`src/rtl/fp_round_pkg.sv`:
```
package fp_round_pkg;

  typedef enum logic [2:0] {
    RM_NEAR_EVEN = 3'b000,
    RM_TO_ZERO   = 3'b001,
    RM_DOWN      = 3'b010,
    RM_UP        = 3'b011,
    RM_NEAR_AWAY = 3'b100,
    RM_ODD       = 3'b101,
    RM_RSVD      = 3'b110,
    RM_DYNAMIC   = 3'b111
  } rmode_e;

  typedef struct packed {
    logic near_even;
    logic to_zero;
    logic down;
    logic up;
    logic near_away;
    logic odd;
    logic bad;
  } rmode_sel_t;

  localparam int unsigned SEL_BITS = $bits(rmode_sel_t);

endpackage

```
`src/rtl/fp_round_mode_dec.sv`:
```
module fp_round_mode_dec
  import fp_round_pkg::*;
(
  input  logic [2:0]  code,
  output rmode_sel_t  sel
);

  always_comb begin
    sel = '0;
    case (rmode_e'(code))
      RM_NEAR_EVEN: sel.near_even = 1'b1;
      RM_TO_ZERO:   sel.to_zero   = 1'b1;
      RM_DOWN:      sel.down      = 1'b1;
      RM_UP:        sel.up        = 1'b1;
      RM_NEAR_AWAY: sel.near_away = 1'b1;
      RM_ODD:       sel.odd       = 1'b1;
      default:      sel.bad       = 1'b1;
    endcase
  end

endmodule

```
`src/rtl/fp_round_decide.sv`:
```
module fp_round_decide
  import fp_round_pkg::*;
(
  input  rmode_sel_t sel,
  input  logic       lsb,
  input  logic       neg,
  input  logic       rbit,
  input  logic       sbit,
  output logic       inexact,
  output logic       bump,
  output logic       jam
);

  always_comb begin
    inexact = rbit | sbit;
    bump    = (sel.near_even & rbit & (sbit | lsb))
            | (sel.down      & inexact & neg)
            | (sel.up        & inexact & ~neg)
            | (sel.near_away & rbit);
    jam     = sel.odd & inexact;
  end

endmodule

```
`src/rtl/fp_round_sign_zero.sv`:
```
module fp_round_sign_zero #(
  parameter int unsigned WIDTH = 24
) (
  input  logic [WIDTH-1:0] mag,
  input  logic             inexact,
  input  logic             neg,
  input  logic             eff_sub,
  input  logic             mode_down,
  output logic             zero,
  output logic             sign
);

  always_comb begin
    zero = (mag == '0) && !inexact;
    if (zero && eff_sub) sign = mode_down;
    else                 sign = neg;
  end

endmodule

```
`src/rtl/fp_round_unit.sv`:
```
module fp_round_unit
  import fp_round_pkg::*;
#(
  parameter int unsigned WIDTH = 24
) (
  input  logic             clk,
  input  logic             rst,
  input  logic [WIDTH-1:0] mag_in,
  input  logic             sign_in,
  input  logic             round_bit,
  input  logic             sticky_bit,
  input  logic [2:0]       rmode,
  input  logic             eff_sub,
  output logic [WIDTH-1:0] mag_out,
  output logic             sign_out,
  output logic             exact_zero,
  output logic             bad_mode
);

  localparam logic [WIDTH-1:0] ONE = WIDTH'(1);

  rmode_sel_t       sel;
  logic             inexact, bump, jam;
  logic [WIDTH-1:0] mag_rnd;
  logic             zero_c, sign_c;
  logic             primed_q;

  fp_round_mode_dec u_dec (
    .code (rmode),
    .sel  (sel)
  );

  fp_round_decide u_decide (
    .sel     (sel),
    .lsb     (mag_in[0]),
    .neg     (sign_in),
    .rbit    (round_bit),
    .sbit    (sticky_bit),
    .inexact (inexact),
    .bump    (bump),
    .jam     (jam)
  );

  always_comb begin
    if (sel.bad)   mag_rnd = mag_in;
    else if (jam)  mag_rnd = mag_in | ONE;
    else if (bump) mag_rnd = mag_in + ONE;
    else           mag_rnd = mag_in;
  end

  fp_round_sign_zero #(.WIDTH(WIDTH)) u_sz (
    .mag       (mag_rnd),
    .inexact   (inexact),
    .neg       (sign_in),
    .eff_sub   (eff_sub),
    .mode_down (sel.down),
    .zero      (zero_c),
    .sign      (sign_c)
  );

  always_ff @(posedge clk) begin
    if (rst) begin
      mag_out    <= '0;
      sign_out   <= 1'b0;
      exact_zero <= 1'b0;
      bad_mode   <= 1'b0;
      primed_q   <= 1'b0;
    end else begin
      mag_out    <= mag_rnd;
      sign_out   <= sign_c;
      exact_zero <= zero_c;
      bad_mode   <= sel.bad;
      primed_q   <= 1'b1;
    end
  end


  sel_onehot_chk: assert property (@(posedge clk) disable iff (rst)
    $countones(sel) == 1);


  bad_keeps_chk: assert property (@(posedge clk) disable iff (rst)
    sel.bad |-> mag_rnd == mag_in);


  tz_keeps_chk: assert property (@(posedge clk) disable iff (rst)
    sel.to_zero |-> mag_rnd == mag_in);


  odd_lsb_chk: assert property (@(posedge clk) disable iff (rst)
    (sel.odd && inexact) |-> (mag_rnd[0] && mag_rnd[WIDTH-1:1] == mag_in[WIDTH-1:1]));


  zero_sign_chk: assert property (@(posedge clk) disable iff (rst)
    (zero_c && eff_sub && !sel.down) |-> !sign_c);


  zero_mag_chk: assert property (@(posedge clk) disable iff (rst)
    zero_c |-> (mag_rnd == '0 && !round_bit && !sticky_bit));


  out_latency_chk: assert property (@(posedge clk) disable iff (rst)
    primed_q |=> (mag_out == $past(mag_rnd) && bad_mode == $past(sel.bad)));

endmodule

```
`config.mk`:
```
export PLATFORM = sky130hd
export DESIGN_NAME = fp_round_unit
export DESIGN_NICKNAME = d
export VERILOG_FILES = /design/src/rtl/fp_round_pkg.sv /design/src/rtl/fp_round_mode_dec.sv /design/src/rtl/fp_round_decide.sv /design/src/rtl/fp_round_sign_zero.sv /design/src/rtl/fp_round_unit.sv
export SDC_FILE = /design/constraint.sdc
export NUM_CORES = 1
export LEC_CHECK = 0
export BUFFER_PORTS_ARGS = -buffer_cell sky130_fd_sc_hd__buf_2
export CAP_MARGIN = 20
export CORE_MARGIN = 4
export CORE_UTILIZATION = 35
export CTS_BUF_LIST = sky130_fd_sc_hd__clkbuf_4 sky130_fd_sc_hd__clkbuf_8
export CTS_CLUSTER_SIZE = 10
export DETAILED_ROUTE_END_ITERATION = 12
export HOLD_SLACK_MARGIN = 0.06
export MAX_ROUTING_LAYER = met4
export PLACE_DENSITY_LB_ADDON = 0.15
export REMOVE_ABC_BUFFERS = 1
export SLEW_MARGIN = 20
export SYNTH_ARGS = -nofsm -noshare
export SYNTH_HDL_FRONTEND = slang
export SYNTH_HIERARCHICAL = 1
export SYNTH_SLANG_ARGS = --single-unit
```
`constraint.sdc`:
```
create_clock -name clk -period 11.47 [get_ports clk]
set_clock_uncertainty 0.05 [all_clocks]
set_input_delay 1.7205 -clock clk [delete_from_list [all_inputs] [get_ports clk]]
set_output_delay 1.7205 -clock clk [all_outputs]
set_load 0.01 [all_outputs]
```
---- Word level (Yosys, flattened, before mapping) ----
Cells that the tools add are included.
W data, S select, Z words.
word-level totals
  flip-flop bits (word level) ............. 27
  input port bits ......................... 33
  logic and storage cells ................. 40
cells by class
  add/sub/neg operators ................... 1
  equal/unequal tests ..................... 5
  mux-type cells .......................... 10
  bitwise logic cells ..................... 14
  reduce and logical (&&, ||, !) cells .... 6
operator list
  operator                 count
  $mux W24                 3
  $add A24 B1 Y24 const B  1
  $logic_not A24 Y1        1
  $and A1 B1 Y1            8
  $mux W1                  7
  $eq A3 B2 Y1 const B     2
  $eq A3 B3 Y1 const B     2
  $reduce_or A6 Y1         1
  $or A1 B1 Y1             5
  $eq A3 B1 Y1 const B     1
  $logic_not A3 Y1         1
  $logic_and A1 B1 Y1      2
  $logic_not A1 Y1         1
  $not A1 Y1               1

---- Longest topological paths before layout ----
  word-level depth ........................ 14
  mapped depth ............................ 14
  mapped depth without buffers ............ 13

---- Cells and area by module ----
Netlist, hierarchy kept.
modules (own cells, without submodules)
  module              times used  cells an instance  area each (um^2)  sequential area each (um^2)
  fp_round_unit       1           155                1400.1            540.5
  fp_round_sign_zero  1           13                 88.8              0.0
  fp_round_mode_dec   1           7                  55.1              0.0
  fp_round_decide     1           7                  48.8              0.0

---- Worst setup path after synthesis ----
No wires, ideal clock.
  kind .................................... input to register
  start ................................... in rmode[1]
  end ..................................... reg sign_out
  library setup time ...................... 0.128 ns
  arrival ................................. 4.701 ns
  slack ................................... 6.591 ns
  cell stages on the path ................. 13
  path through ............................ nor3b_1 -> o21ai_0 -> o21ai_0 -> and2_1 -> or3b_4 -> or4_4 -> buf_6 -> o21ai_1 -> nand2_1 -> or4b_1 -> nor3_2 -> mux2_2 -> nor2b_1
on the way
  cells in the longest elaborated chain, start to end .. 14
RTL lines
  what                                                     line                                          source
  start: declaration                                       fp_round_unit.sv:12                           input logic [2:0] rmode,
  $eq A3 B2 Y1 / $logic_not A3 Y1 (equally long branches)  fp_round_mode_dec.sv:10                       case (rmode_e'(code))
  $mux W1                                                  fp_round_mode_dec.sv:10
  $and A1 B1 Y1 (on tied branches) (2 in series)           fp_round_decide.sv:17, fp_round_decide.sv:16
  $or A1 B1 Y1                                             fp_round_decide.sv:17                         | (sel.down & inexact & neg)
  $or A1 B1 Y1                                             fp_round_decide.sv:18                         | (sel.up & inexact & ~neg)
  $or A1 B1 Y1 *                                           fp_round_decide.sv:19                         | (sel.near_away & rbit);
  via bump                                                 fp_round_unit.sv:23                           logic inexact, bump, jam;
  $mux W24 *                                               fp_round_unit.sv:47                           else if (bump) mag_rnd = mag_in + ONE;
  $mux W24 *                                               fp_round_unit.sv:46                           else if (jam) mag_rnd = mag_in | ONE;
  $mux W24 *                                               fp_round_unit.sv:45                           if (sel.bad) mag_rnd = mag_in;
  via mag_rnd[15]                                          fp_round_unit.sv:24                           logic [WIDTH-1:0] mag_rnd;
  $logic_not A24 Y1 *                                      fp_round_sign_zero.sv:14                      zero = (mag == '0) && !inexact;
  $logic_and A1 B1 Y1 *                                    fp_round_sign_zero.sv:14
  $logic_and A1 B1 Y1 *                                    fp_round_sign_zero.sv:15                      if (zero && eff_sub) sign = mode_down;
  $mux W1 *                                                fp_round_sign_zero.sv:15
  via sign_c                                               fp_round_unit.sv:25                           logic zero_c, sign_c;
  end signal: assignment                                   fp_round_unit.sv:70                           sign_out <= sign_c;
  end: declaration                                         fp_round_unit.sv:15                           output logic sign_out,
Mark *: on every way through the listed nets, which the timed path passes. The rest lies on a longest branch.
A chain may end at the register's enable or synchronous reset.

==> results.py <==
metrics = {
    "outcome": {
        "outcome": "finished clean",
    },
    "min_path": {
        "min_to": "mag_out[0]",
        "hold_start": "mag_in[0]",
        "hp-class": "input pin to register",
        "hold_depth": 3,
    },
    "synth": {
        "syn_area_um2": 1590,
        "syn-instance-count": 181,
        "syn_avg_cell_area_um2": 8.76,
        "ys_warn_count": 6,
    },
    "clocking": {
        "path_clk_slew_ns": 0.09,
        "clock_sinks": 27,
        "cts_setup_buffers": 0,
        "htree_levels": 1,
        "post_cts_resized": 0,
        "ctsHoldBuffers": 0,
        "cts_tree": "done",
        "root_buffer": "clkbuf_8",
        "cts_buffer_depth": 2,
        "cts_made_buffers": 3,
    },
    "power_and_ir_drop": {
        "swShare_pct": 26.2,
        "power_frac_seq_pct": 51.4,
        "p_per_area_nw_per_um2": 99.1,
        "p_switching_mw": 0.0509,
        "power.total_mw": 0.194,
        "clockPowerShare_pct": 28.8,
        "power_frac_comb_pct": 19.9,
        "p_leak_nw": 0.849,
        "p_int_mw": 0.143,
        "peakVddDrop_v": 0.0000512,
    },
    "sta": {
        "whs_ns": 1.72,
        "rsz0062_at_grt": "false",
        "tns_ns": 0,
        "fmax_ghz": 0.200,
        "worstMarginPinSlew_ns": 0.876,
        "fin_crit_sh_pct": 43.6,
        "maxSlewViolCount": 0,
        "min_period_ns": 5.00,
        "hold_viol_final": 0,
        "finalSetupViolations": 0,
        "slew_headroom_pct": 40.8,
    },
    "die": {
        "rows": 24,
        "fp.dieW_um": 75.3,
        "core_area_um2": 4380,
        "die_area_um2": 5670,
        "die_h_um": 75.3,
        "start_util_pct": 36.2,
        "num_io_pins": 60,
    },
    "detailed_routing": {
        "wirelength_mm": 3.79,
        "drt_first_pass_iters": 4,
        "post_drt_wl_per_cell_um": 13.0,
        "drc": 0,
        "antenna_left": 0,
        "vias_per_cell": 5.00,
        "num_vias": 1461,
        "drt-initial-drc-count": 86,
    },
    "global_route": {
        "grt_max_degree": 35,
        "grt_first_pass_wirelength_mm": 5.79,
        "grtUsageTotal_pct": 13.5,
        "grt_pass1_vias": 1306,
        "antenna_found_initial": 0,
        "grt.overflow.total": 0,
    },
    "cells_and_area": {
        "final_layout_size_suffix_gt1_share_pct": 34.2,
        "area_delta_synth_final_pct": 23.5,
        "diodes": 0,
        "stdcell_area_um2": 1960,
        "nets": 275,
    },
    "placed_design": {
        "hpwl_mm": 2.99,
        "io_buffers": 59,
        "placed_cell_area_um2": 1910,
        "place_congestion": 0.838,
    },
    "worst_setup_path": {
        "path_delay_family": "simple AND/OR/NAND/NOR gates",
        "worstPathRequired_ns": 11.56,
        "endpoint_kind": "register",
        "critical_path.startpoint": "rmode[1]",
        "worstSetupPathType": "input pin to register",
        "path_cells": "buf_2 > nor3b_1 > o21ai_0 > o21ai_0 > and2_1 > or3b_4 > or4_4 > o21ai_1 > nand2_1 > nor4_1 > nand4_1 > nor3_2 > mux2_2 > nor2b_1",
        "crit_slowest_cell": "or4_4",
        "worst_path_largest_cell_delay_ns": 0.60,
        "path_common_cell": "o21ai_0",
        "worst-path-max-fanout": 9,
        "cp.arrival_ns": 5.10,
        "crit_buf_inv": 1,
        "start_kind": "input pin",
    },
    "flow_run": {
        "timing.max_cap.violations": 0,
    },
}
[metal layers]
layer | share of wire (%) | track usage, % | vias up
met4 | 0.84 | 4.47 | 0
met3 | 6.8 | 2.77 | 4
li1 | - | - | 764
met2 | 44 | 20.2 | 40
met5 | 0 | - | -
met1 | 48 | 18.2 | 653
[placed cells by master, fill, tap and decap left out, types with 2 or more instances in the layout]
cell type   n
buf_2      59
mux2_1      2
and4_1      2
nor3_1      5
and2_1      2
dfxtp_1    27
clkbuf_8    3
nor4_1     10
xor2_1      5
and3b_2     2
or3_1       4
o21ai_1     4
nand2_1    12
nor2b_1    23
nor2_1     11
o21ai_0     2
mux2_2      6
nor3b_1     3
nand3_1    10
a21oi_1     6
inv_1       2
nand4_1     8
xnor2_1    13
[how the worst max path moves through the flow]
stage                    end  cells after the start
floorplan           sign_out                     12
global placement    sign_out                     14
detailed placement  sign_out                     14
CTS                 sign_out                     14
global route        sign_out                     14
finish              sign_out                     14
[sequential cells by signal, summed over array words and instances (netlist names)]
signal / count
sign_out: 1
bad_mode: 1
exact_zero: 1
mag_out: 24
[power groups by stage]
stage / Sequential [mW] / Clock (mW) / Combinational (mW)
after detailed placement: 0.102 / 0 / 0.0386
final: 0.0997 / 0.0558 / 0.0385
after CTS: 0.0997 / 0.0589 / 0.0388
after floorplan: 0.105 / 0 / 0.0161
after global placement: 0.102 / 0 / 0.0388
after global routing: 0.100 / 0.0620 / 0.0430
[area by class of cell]
cell class / instances / area (µm²)
Sequential cell: 27 / 541
Timing Repair Buffer: 59 / 295
Tap cell: 52 / 65.1
Fill cell: 452 / 2430
Clock buffer: 4 / 48.8
Multi-Input combinational cell: 148 / 1000
Inverter: 2 / 7.51
[stage by stage]
step                      instances  util (%)  setup slack [ns]
after CTS                       292      44.7              6.46
after global placement          288      43.6              6.16
after global routing            292      44.7              6.21
after floorplan                 177         -              6.66
after detailed placement        288      43.6              6.18
final                           292      44.7              6.47
(Power assumes the default switching activity.)
